==> src/rtl/flash_cmd_ctrl.sv <==
module flash_cmd_ctrl #(
  parameter int ADDR_W       = 16,
  parameter int DATA_W       = 16,
  parameter int DEPTH        = 64,
  parameter int BOOT_WORDS   = 8192,
  parameter int PROG_CYCLES  = 16,
  parameter int ERASE_CYCLES = 64,
  parameter int RECOV_CYCLES = 8,
  parameter logic [15:0] MFR_CODE = 16'h00DA,
  parameter logic [15:0] DEV_CODE = 16'h22BA
) (
  input  logic              clk,
  input  logic              rst_n,
  input  logic              hv_override,
  input  logic              ce_n,
  input  logic              we_n,
  input  logic              oe_n,
  input  logic [ADDR_W-1:0] addr,
  input  logic [DATA_W-1:0] din,
  output logic [DATA_W-1:0] dq_out,
  output logic              dq_oe
);
  localparam int IDX_W = $clog2(DEPTH);
  localparam int MAXC  = (PROG_CYCLES > ERASE_CYCLES) ? PROG_CYCLES : ERASE_CYCLES;
  localparam int CNT_W = $clog2(MAXC + 1);
  localparam int REC_W = $clog2(RECOV_CYCLES + 1);
  localparam logic [ADDR_W-1:0] BOOT_LIM = ADDR_W'(BOOT_WORDS);
  localparam logic [ADDR_W-1:0] KEY_A    = ADDR_W'(16'h5555);
  localparam logic [ADDR_W-1:0] KEY_B    = ADDR_W'(16'h2AAA);

  typedef enum logic [2:0] {S_IDLE, S_U1, S_CMD, S_PROG, S_E1, S_E2, S_E3} seq_t;

  seq_t              seq;
  logic [DATA_W-1:0] mem [DEPTH];
  logic              locked = 1'b0;
  logic              id_mode, busy, op_prog, tog, rd_q;
  logic [CNT_W-1:0]  cnt;
  logic [REC_W-1:0]  rec;
  logic [ADDR_W-1:0] tgt_addr;
  logic [DATA_W-1:0] tgt_data;
  logic [DATA_W-1:0] rdata;

  wire       quiet   = (rec != '0);
  wire       wr      = !ce_n && !we_n && !quiet;
  wire       rd      = !ce_n && !oe_n && we_n;
  wire       shield  = locked && !hv_override;
  wire       at_a    = (addr == KEY_A);
  wire       at_b    = (addr == KEY_B);
  wire [7:0] cmd     = din[7:0];
  wire       in_boot = (addr < BOOT_LIM);
  wire       done    = busy && (cnt == '0);

  always_ff @(posedge clk or negedge rst_n) begin
    if (!rst_n) begin
      seq      <= S_IDLE;
      id_mode  <= 1'b0;
      busy     <= 1'b0;
      op_prog  <= 1'b0;
      cnt      <= '0;
      rec      <= REC_W'(RECOV_CYCLES);
      tog      <= 1'b0;
      rd_q     <= 1'b0;
      tgt_addr <= '0;
      tgt_data <= '0;
    end else begin
      rd_q <= rd;
      if (quiet) rec <= rec - 1'b1;
      if (busy) begin
        if (rd && !rd_q) tog <= ~tog;
        if (cnt == '0) busy <= 1'b0;
        else cnt <= cnt - 1'b1;
      end else if (wr) begin
        seq <= S_IDLE;
        case (seq)
          S_IDLE: if (at_a && cmd == 8'hAA) seq <= S_U1;
                  else id_mode <= 1'b0;
          S_U1:   if (at_b && cmd == 8'h55) seq <= S_CMD;
                  else id_mode <= 1'b0;
          S_CMD: begin
            if (at_a && cmd == 8'hA0)      seq <= S_PROG;
            else if (at_a && cmd == 8'h80) seq <= S_E1;
            else if (at_a && cmd == 8'h90) id_mode <= 1'b1;
            else                           id_mode <= 1'b0;
          end
          S_PROG: if (!(shield && in_boot)) begin
            busy     <= 1'b1;
            op_prog  <= 1'b1;
            id_mode  <= 1'b0;
            tgt_addr <= addr;
            tgt_data <= din;
            cnt      <= CNT_W'(PROG_CYCLES - 1);
          end
          S_E1:   if (at_a && cmd == 8'hAA) seq <= S_E2;
                  else id_mode <= 1'b0;
          S_E2:   if (at_b && cmd == 8'h55) seq <= S_E3;
                  else id_mode <= 1'b0;
          S_E3: begin
            if (at_a && cmd == 8'h10) begin
              if (!shield) begin
                busy     <= 1'b1;
                op_prog  <= 1'b0;
                id_mode  <= 1'b0;
                tgt_addr <= '0;
                tgt_data <= '1;
                cnt      <= CNT_W'(ERASE_CYCLES - 1);
              end
            end else if (!(at_a && cmd == 8'h40)) id_mode <= 1'b0;
          end
          default: id_mode <= 1'b0;
        endcase
      end
    end
  end

  always_ff @(posedge clk) begin
    if (rst_n && !busy && wr && seq == S_E3 && at_a && cmd == 8'h40) locked <= 1'b1;
    if (done) begin
      if (op_prog) mem[tgt_addr[IDX_W-1:0]] <= tgt_data;
      else for (int i = 0; i < DEPTH; i++) mem[i] <= '1;
    end
  end

  always_comb begin
    rdata = '0;
    if (busy) begin
      rdata[7] = ~tgt_data[7];
      rdata[6] = tog;
    end else if (id_mode) begin
      if (addr == ADDR_W'(0))      rdata = DATA_W'(MFR_CODE);
      else if (addr == ADDR_W'(1)) rdata = DATA_W'(DEV_CODE);
      else if (addr == ADDR_W'(2)) rdata[0] = locked;
    end else begin
      rdata = mem[addr[IDX_W-1:0]];
    end
  end

  assign dq_out = rdata;
  assign dq_oe  = rd && rst_n && !quiet;

  AST_LOCK_STICKY: assert property (@(posedge clk) disable iff (!rst_n)
    locked |=> locked);
  AST_BOOT_GUARD: assert property (@(posedge clk) disable iff (!rst_n)
    ($rose(busy) && op_prog && tgt_addr < BOOT_LIM) |-> $past(!locked || hv_override));
  AST_ERASE_GUARD: assert property (@(posedge clk) disable iff (!rst_n)
    ($rose(busy) && !op_prog) |-> $past(!locked || hv_override));
  AST_BUSY_DEAF: assert property (@(posedge clk) disable iff (!rst_n)
    (busy && $past(busy)) |-> $stable(seq) && $stable(id_mode));
  AST_QUIET_IDLE: assert property (@(posedge clk) disable iff (!rst_n)
    quiet |-> (seq == S_IDLE) && !busy && !id_mode);
endmodule

==> config.mk <==
export PLATFORM = sky130hd
export DESIGN_NAME = flash_cmd_ctrl
export DESIGN_NICKNAME = d
export VERILOG_FILES = /design/src/rtl/flash_cmd_ctrl.sv
export SDC_FILE = /design/constraint.sdc
export NUM_CORES = 2
export LEC_CHECK = 0
export ABC_CLOCK_PERIOD_IN_PS = 5470
export BUFFER_PORTS_ARGS = -buffer_cell sky130_fd_sc_hd__buf_2
export CORE_ASPECT_RATIO = 1.75
export CORE_MARGIN = 3
export CORE_UTILIZATION = 23
export CTS_CLUSTER_DIAMETER = 60
export DETAILED_ROUTE_END_ITERATION = 10
export PLACE_DENSITY = 0.39
export SYNTH_ARGS = -nofsm -noshare
export SYNTH_HDL_FRONTEND = slang
export SYNTH_SLANG_ARGS = --single-unit
==> constraint.sdc <==
create_clock -name clk -period 5.47 [get_ports clk]
set_input_delay 0.2735 -clock clk [delete_from_list [all_inputs] [get_ports clk]]
set_output_delay 0.2735 -clock clk [all_outputs]
set_load 0.05 [all_outputs]
== Word-level counts from Yosys, hierarchy flattened ==
Memories as Yosys holds them, arrays and structs flattened.
Index checks and enable logic that the tools add are counted.

* $add $sub $neg: 2
* Muxes and demuxes: 59
* Bitwise operators: 3
* Equal/unequal tests: 30
* Reduce and logical (&&, ||, !) cells: 37
* Magnitude comparators: 1

{| class="wikitable"
|+ Operators by type and width
! cell !! number
|-
| 16-bit 2-to-1 mux || 5
|-
| 7-bit 2-to-1 mux || 6
|-
| 8-bit equality test, second input constant || 4
|-
| 16-bit one-hot mux with 2 select lines || 1
|-
| 6-bit 2-to-1 mux || 5
|-
| 1-bit 2-to-1 mux || 27
|-
| 16-bit by 1-bit equality test with 1-bit output, second input constant || 1
|-
| 16-bit by 14-bit equality test with 1-bit output, second input constant || 1
|-
| 16-bit by 15-bit equality test with 1-bit output, second input constant || 1
|-
| 16-bit by 2-bit equality test with 1-bit output, second input constant || 1
|-
| 8-bit by 7-bit equality test with 1-bit output, second input constant || 2
|-
| 1-bit logical AND || 16
|-
| 16-bit zero test || 1
|-
| 16-bit by 14-bit less-than comparator with 1-bit output, second input constant || 1
|-
| 2-bit != test, second input constant || 8
|-
| 16-bit OR reduction || 1
|-
| 3-bit != test, second input constant || 5
|-
| 3-bit one-hot mux with 5 select lines || 1
|-
| 14-bit 2-to-1 mux || 1
|-
| 7-bit one-hot mux with 2 select lines || 1
|-
| 13-bit 2-to-1 mux || 1
|-
| 3-bit 2-to-1 mux || 4
|-
| 6-bit one-hot mux with 2 select lines || 1
|-
| 6-bit AND reduction || 2
|-
| 20 further kinds || 35
|}

* Register bits after elaboration: 41
* Memories: 1
* Logic and storage cells: 143
* Bits of input ports: 38
* Bits in writable memories: 1024

{| class="wikitable"
|+ Memory list
! name !! depth !! bits a word !! rd ports !! clocked after memory_dff !! wr ports !! line !! source
|-
| mem || 64 || 16 || 1 || 0 || 64 || 34 || <nowiki>logic [DATA_W-1:0] mem [DEPTH];</nowiki>
|}

== Depth between registers and ports, before layout ==
* Word-level depth: 6
* Mapped depth: 11

== Worst setup path after synthesis ==
OpenSTA, ideal clock, no wires.

* Kind: input to output
* From: input addr[0]
* To: output dq_out[4]
* Stages on the path: 11
* Buffers on the path: 5
* Arrival time: 2896 ps
* Path slack: 2301 ps
* Cells stage by stage: buf_4 buf_4 buf_4 buf_4 buf_4 nand3_1 o21ai_0 a211oi_1 o211ai_1 nand3_1 o21ai_0

* Cells in the longest elaborated chain, start to end: 5
* Elaborated cells on any way between the ends: 7
* Classes of those cells: 1 x eq/ne; 4 x mux; 1 x reduce/logical; 1 x memory

{| class="wikitable"
|+ RTL lines
! item !! line !! source
|-
| from (decl) || 18 || <nowiki>input logic [ADDR_W-1:0] addr,</nowiki>
|-
| parallel branches: the longest is 3 deep, another holds memory 64 x 16 bit || - ||
|-
| 16-bit 2-to-1 mux * || 128 || <nowiki>end else if (id_mode) begin</nowiki>
|-
| 6-bit 2-to-1 mux * || 125 || <nowiki>if (busy) begin</nowiki>
|-
| to (decl) || 20 || <nowiki>output logic [DATA_W-1:0] dq_out,</nowiki>
|}

Every way passes the cells marked *.

== Worst setup path after layout ==
* From: register busy
* To: output dq_out[3]

* Cells in the longest elaborated chain, start to end: 1

{| class="wikitable"
|+ RTL lines
! item !! line !! source
|-
| from (decl) || 36 || <nowiki>logic id_mode, busy, op_prog, tog, rd_q;</nowiki>
|-
| from (signal assigned) || 57 || <nowiki>busy <= 1'b0;</nowiki>
|-
| from (signal assigned) || 70 || <nowiki>if (cnt == '0) busy <= 1'b0;</nowiki>
|-
| from (signal assigned) || 86 || <nowiki>busy <= 1'b1;</nowiki>
|-
| 6-bit 2-to-1 mux || 125 ||
|}

No other way between the ends.

==> results.md <==
- The distinct cell type count after synthesis is 73.
- The layout net count is 5339.
- The setup path with the least slack is of type reg2out.
- After layout, the minimum clock period comes to 4.360 ns.
- The detailed-routing iteration count for the pre-antenna-repair pass is 5.
- At the pin with the least slew margin, the transition time is 1.256 ns.
- The cell sitting at the root of the clock tree is a sky130_fd_sc_hd__clkbuf_16.
- After detailed routing, the number of vias per cell comes to 4.866.
- After synthesis, the share of flip-flops with an asynchronous set or reset is 3.850%.
- Along the worst path, the maximum fanout reaches 13.
- Headroom to the max-slew limit came out at 16.18%.
- The cell area after synthesis is approximately 46000 sq um.
- The finished cells cover 52910 sq um.
- The top-level port count is 55.
- Setup repair after global routing left no endpoint under its margin.
- The internal power of the cells totals 12.69 mW.
- The number of setup violations in the final report is 0.
- The clock transition time at the flip-flop clock pins of the worst setup and hold paths is 0.06 ns.
- In this run the tool buffered the top-level ports with 54 buffer cells.
- The type of the worst min-delay path is in2reg.
- The pin count of the biggest net entering global routing is around 180.
- The cell area power density is about 320 nW/um^2.
- In this run, synthesis inferred 0 flip-flops with an integrated enable.
- After detailed routing, the met2 layer carries 104.4 mm of wire.
- The total area of multi-input combinational cells is between 20000 and 25000 sq um.
- The number of gates resized after CTS is 0.
- The total global routing track utilization is 18.95%.
- The number of nets in the synthesized netlist is 5507.
- The flip-flop and latch count after synthesis is 1065.
- The cell count of the worst reg-to-reg path is 7.
- The clock sink count is 1065.
- The detailed router's first-iteration violation count is around 3300.
- The mean post-synth cell area is 8.465 sq um.
- The net load switching power is 4.071 mW.
- The portion of total power attributed to sequential cells is roughly 48%.
- In this run, the clock network consumes between 40% and 50% of the power.
- STA classifies the critical path startpoint as a flop.
- Dividing the detail-routed wire length by the instance count gives between 20 and 30 um.
- The floorplan step set the die width to 345.0 um.
- In the final routing, the length of wire on met1 measures approximately 76 mm.
- The startpoint identified for the worst register-to-register timing path is cnt[4].
- Of the synthesized area, sequential elements account for 46.53%.
- The setup slack on the worst flop-to-flop path is 1.87 ns.
- The slowest cell on the critical path is sky130_fd_sc_hd__nor2_1.
- The starting density of the core is 23.15%.
- The first-pass GRT wire length is approximately 290 mm.
- The number of fill cells is about 22000.
- Timing would allow up to 229.3 MHz.
- The area growth from synthesis to layout is 14.37%.
- Max-cap violations in this run came to 0.
- On the worst path, the slowest cell contributes a delay of around 0.98 ns.
- For this block, the routed nets add up to 202.0 mm of wire.
- The storage element area is 21570 sq um.
- The uppermost layer routed is met4.
- After detailed routing, the met3 layer carries 8.418 mm of wire.
- Global routing finished with a remaining overflow of 0.
- Synthesis handed over a netlist of 5465 instances.
- The number of antenna violations at the first check in global routing was 4.
- The number of global-route vias before repair was 37960.
- The critical path data arrival time is 4.09 ns.
- Combinational logic burns under 10% of the power.
- The endpoint identified for the worst register-to-register timing path is mem[33][0].
- The region available for standard cell placement spans 199800 sq um.
- The highest ir drop seen on vdd is 239.3 uV.
- The kind of capture point of the worst setup path is an output pin.
- Cells with a size suffix above 1 make up 13.25% of the layout.
- The initialized floorplan defines ~220 standard-cell rows.
- The vertical die dimension is 599.3 um.
- CTS built an H-tree with a depth of 3.
- The die covers 206800 sq um.
- The critical path goes through nor2_1 > nand3_1 > nor3_1 > a2111oi_1 > buf_4 > o21ai_0 > buf_2.
- The proportion of netlist area held by the largest area contributor is 44.31%.
- At the end of the flow the core is filled with cells to 26.48%.
- Setup total negative slack on the finished layout was measured at 0 ns.
- Clock skew on the completed layout was measured at 0.02547 ns.
- The share of total power consumed by net switching is approximately a quarter.
- The count of final max-slew check failures is 0.
- The overall via count from detail_route is 38970.
- The hold path depth is 7.
- The startpoint identified for the worst hold timing path is addr[12].
- The routability congestion estimate from global placement is around 0.84.
- For this run, design rule violations remaining after detail routing come to 0.
- The final count of hold timing violations is 0.
- The estimated wirelength of the detail-placed design is 129.1 mm.
- The required time of the worst setup path is around 5.2 ns.
- The number of buffers on the longest clock path is 3.
- TritonCTS built the clock tree.
- The top cell type by total area after synthesis is sky130_fd_sc_hd__dfxtp_1.
- The source-to-sink clock delay at the later pin of the worst-skew pair is about 0.72 ns.
- By area the synthesized netlist is led by sky130_fd_sc_hd__dfxtp_1, sky130_fd_sc_hd__nand2_1, sky130_fd_sc_hd__mux4_2.
- The run finished with clean final reports.
- The path with the worst hold slack has its endpoint at id_mode.
- The number of warnings reported in the yosys synthesis log is 0.
- In the finished design, the share of the clock period the worst path needs comes to 79.71%.
- The detail route stage leaves a number of antenna-violating nets equal to 0.
- The analysis attributes to cell leakage a power of about 22 nW.
- The instance area at placement is just under 50000 sq um.
- The most used flip-flop cell after synthesis is sky130_fd_sc_hd__dfxtp_1.
- Counting the buffers created by CTS gives 106.
==> per-stage QoR <==
| step | setup slack, ns | power (mW) | instances | hold WS [ns] |
|---|---|---|---|---|
| after detailed placement | 1.471 | 8.986 | 7794 | 0.3978 |
| after global placement | 1.080 | 8.980 | 7793 | 0.3942 |
| after CTS | 1.153 | 16.98 | 8008 | 0.1128 |
| after floorplan | 2.301 | 8.602 | 5465 | -0.02209 |
| after global routing | 0.9839 | 17.27 | 8009 | 0.1841 |
| final | 1.110 | 16.76 | 8009 | 0.1681 |
==> Yosys cell counts, types with 3 or more instances <==
cell type	count
sky130_fd_sc_hd__nor3_1	17
sky130_fd_sc_hd__o211ai_1	5
sky130_fd_sc_hd__o22a_1	17
sky130_fd_sc_hd__nand4_1	13
sky130_fd_sc_hd__mux2i_1	53
sky130_fd_sc_hd__nor2_2	23
sky130_fd_sc_hd__and3_1	6
sky130_fd_sc_hd__nand3b_1	5
sky130_fd_sc_hd__ha_1	4
sky130_fd_sc_hd__nand2b_1	6
sky130_fd_sc_hd__a31oi_1	3
sky130_fd_sc_hd__o22ai_1	3
sky130_fd_sc_hd__nor4_1	9
sky130_fd_sc_hd__nand2_1	2162
sky130_fd_sc_hd__mux4_2	269
sky130_fd_sc_hd__dfxtp_1	1024
sky130_fd_sc_hd__or2_2	5
sky130_fd_sc_hd__nor2_1	72
sky130_fd_sc_hd__or4_1	4
sky130_fd_sc_hd__buf_6	10
sky130_fd_sc_hd__buf_1	14
sky130_fd_sc_hd__nor2_8	8
sky130_fd_sc_hd__mux2_2	12
sky130_fd_sc_hd__o2111ai_1	4
sky130_fd_sc_hd__o21ai_0	17
sky130_fd_sc_hd__and2_1	5
sky130_fd_sc_hd__nor4bb_1	3
sky130_fd_sc_hd__a22oi_1	12
sky130_fd_sc_hd__inv_1	11
sky130_fd_sc_hd__a211oi_1	13
sky130_fd_sc_hd__dfrtp_1	40
sky130_fd_sc_hd__or3_1	5
sky130_fd_sc_hd__nor3b_1	3
sky130_fd_sc_hd__xor2_1	5
sky130_fd_sc_hd__a221oi_1	4
sky130_fd_sc_hd__a221o_1	4
sky130_fd_sc_hd__a2111oi_0	3
sky130_fd_sc_hd__a21oi_1	26
sky130_fd_sc_hd__buf_4	13
sky130_fd_sc_hd__a22o_1	10
sky130_fd_sc_hd__buf_2	97
sky130_fd_sc_hd__nor2b_1	17
sky130_fd_sc_hd__nand3_1	1057
sky130_fd_sc_hd__clkbuf_1	330
==> worst max-delay path: cells and delay by family, from the launching register on <==
family	cells	cell delay, ns
and+or+nand+nor	3	1.77
buffers and inverters	2	0.61
DFF	1	0.59
AOI/OAI and AO/OA	2	0.39
==> power groups by stage <==
stage	sequential (mW)	combinational, mW	clock, mW
floorplan	8.07	0.528	0
global placement	8.18	0.802	0
detailed placement	8.18	0.807	0
CTS	8.00	0.821	8.15
global route	8.01	0.859	8.40
finish	8.00	0.813	7.95
==> per-layer routing <==
layer	vias to the layer above	GRT usage (%)
met4	0	11.07
li1	18090	-
met5	-	0
met2	1196	34.75
met3	350	1.805
met1	19340	21.27
==> timing repair <==
item / CTS / global route
setup buffers: 0 / 0
endpoints found under the hold margin: 62 / 0
hold buffers: 23 / 0
==> cell families after synthesis <==
kind of cell / Yosys count / synth area share, %
AO/OA/AOI/OAI: 134 / 2.069
XOR/XNOR: 7 / 0.1325
adder cells (fa/ha/maj): 4 / 0.1082
buffers and inverters: 478 / 4.457
flip-flops: 1065 / 46.53
multiplexers: 334 / 14.53
AND/OR/NAND/NOR: 3443 / 32.17
==> state kept, by name, indices dropped and copies added (netlist names) <==
signal    count
mem        1024
tgt_data     16
cnt           7
tgt_addr      6
rec           4
seq           3
busy          1
id_mode       1
op_prog       1
rd_q          1
tog           1
==> how the worst max path moves through the flow <==
stage	startpoint	end	slack (ns)	cells past startpoint
after floorplan	addr[0]	dq_out[4]	2.30	11
after global placement	addr[4]	tgt_data[3]	1.08	7
after detailed placement	addr[0]	dq_out[3]	1.47	9
after CTS	busy	dq_out[3]	1.15	7
after global routing	busy	dq_out[3]	0.98	7
final	busy	dq_out[3]	1.11	7
==> cell usage in the layout, fill, tap and decap left out, drive strengths merged, types with 13 or more instances in the layout <==
| master | Yosys | final |
|---|---|---|
| nor3 | 19 | 19 |
| a21oi | 26 | 26 |
| clkinv | 0 | 17 |
| dfxtp | 1024 | 1024 |
| nand2 | 2162 | 2162 |
| dlygate4sd3 | 0 | 23 |
| o22a | 17 | 17 |
| a211oi | 13 | 13 |
| buf | 135 | 168 |
| nor2b | 17 | 17 |
| inv | 11 | 13 |
| nand4 | 15 | 15 |
| dfrtp | 40 | 40 |
| o21ai | 17 | 17 |
| clkbuf | 332 | 159 |
| mux4 | 269 | 269 |
| mux2i | 53 | 53 |
| nor2 | 103 | 103 |
| nand3 | 1057 | 1057 |
==> cell type report <==
class | count | area share, %
diodes | 1 | 0.004729
clock buffers | 159 | 6.082
clock inverters | 32 | 0.8702
inverters | 11 | 0.07803
multi-input cells | 3922 | 43.02
flip-flops and latches | 1065 | 40.76
well taps | 2628 | 6.214
repair buffers | 191 | 2.965
Note: power is estimated with default switching activity, not from simulation.
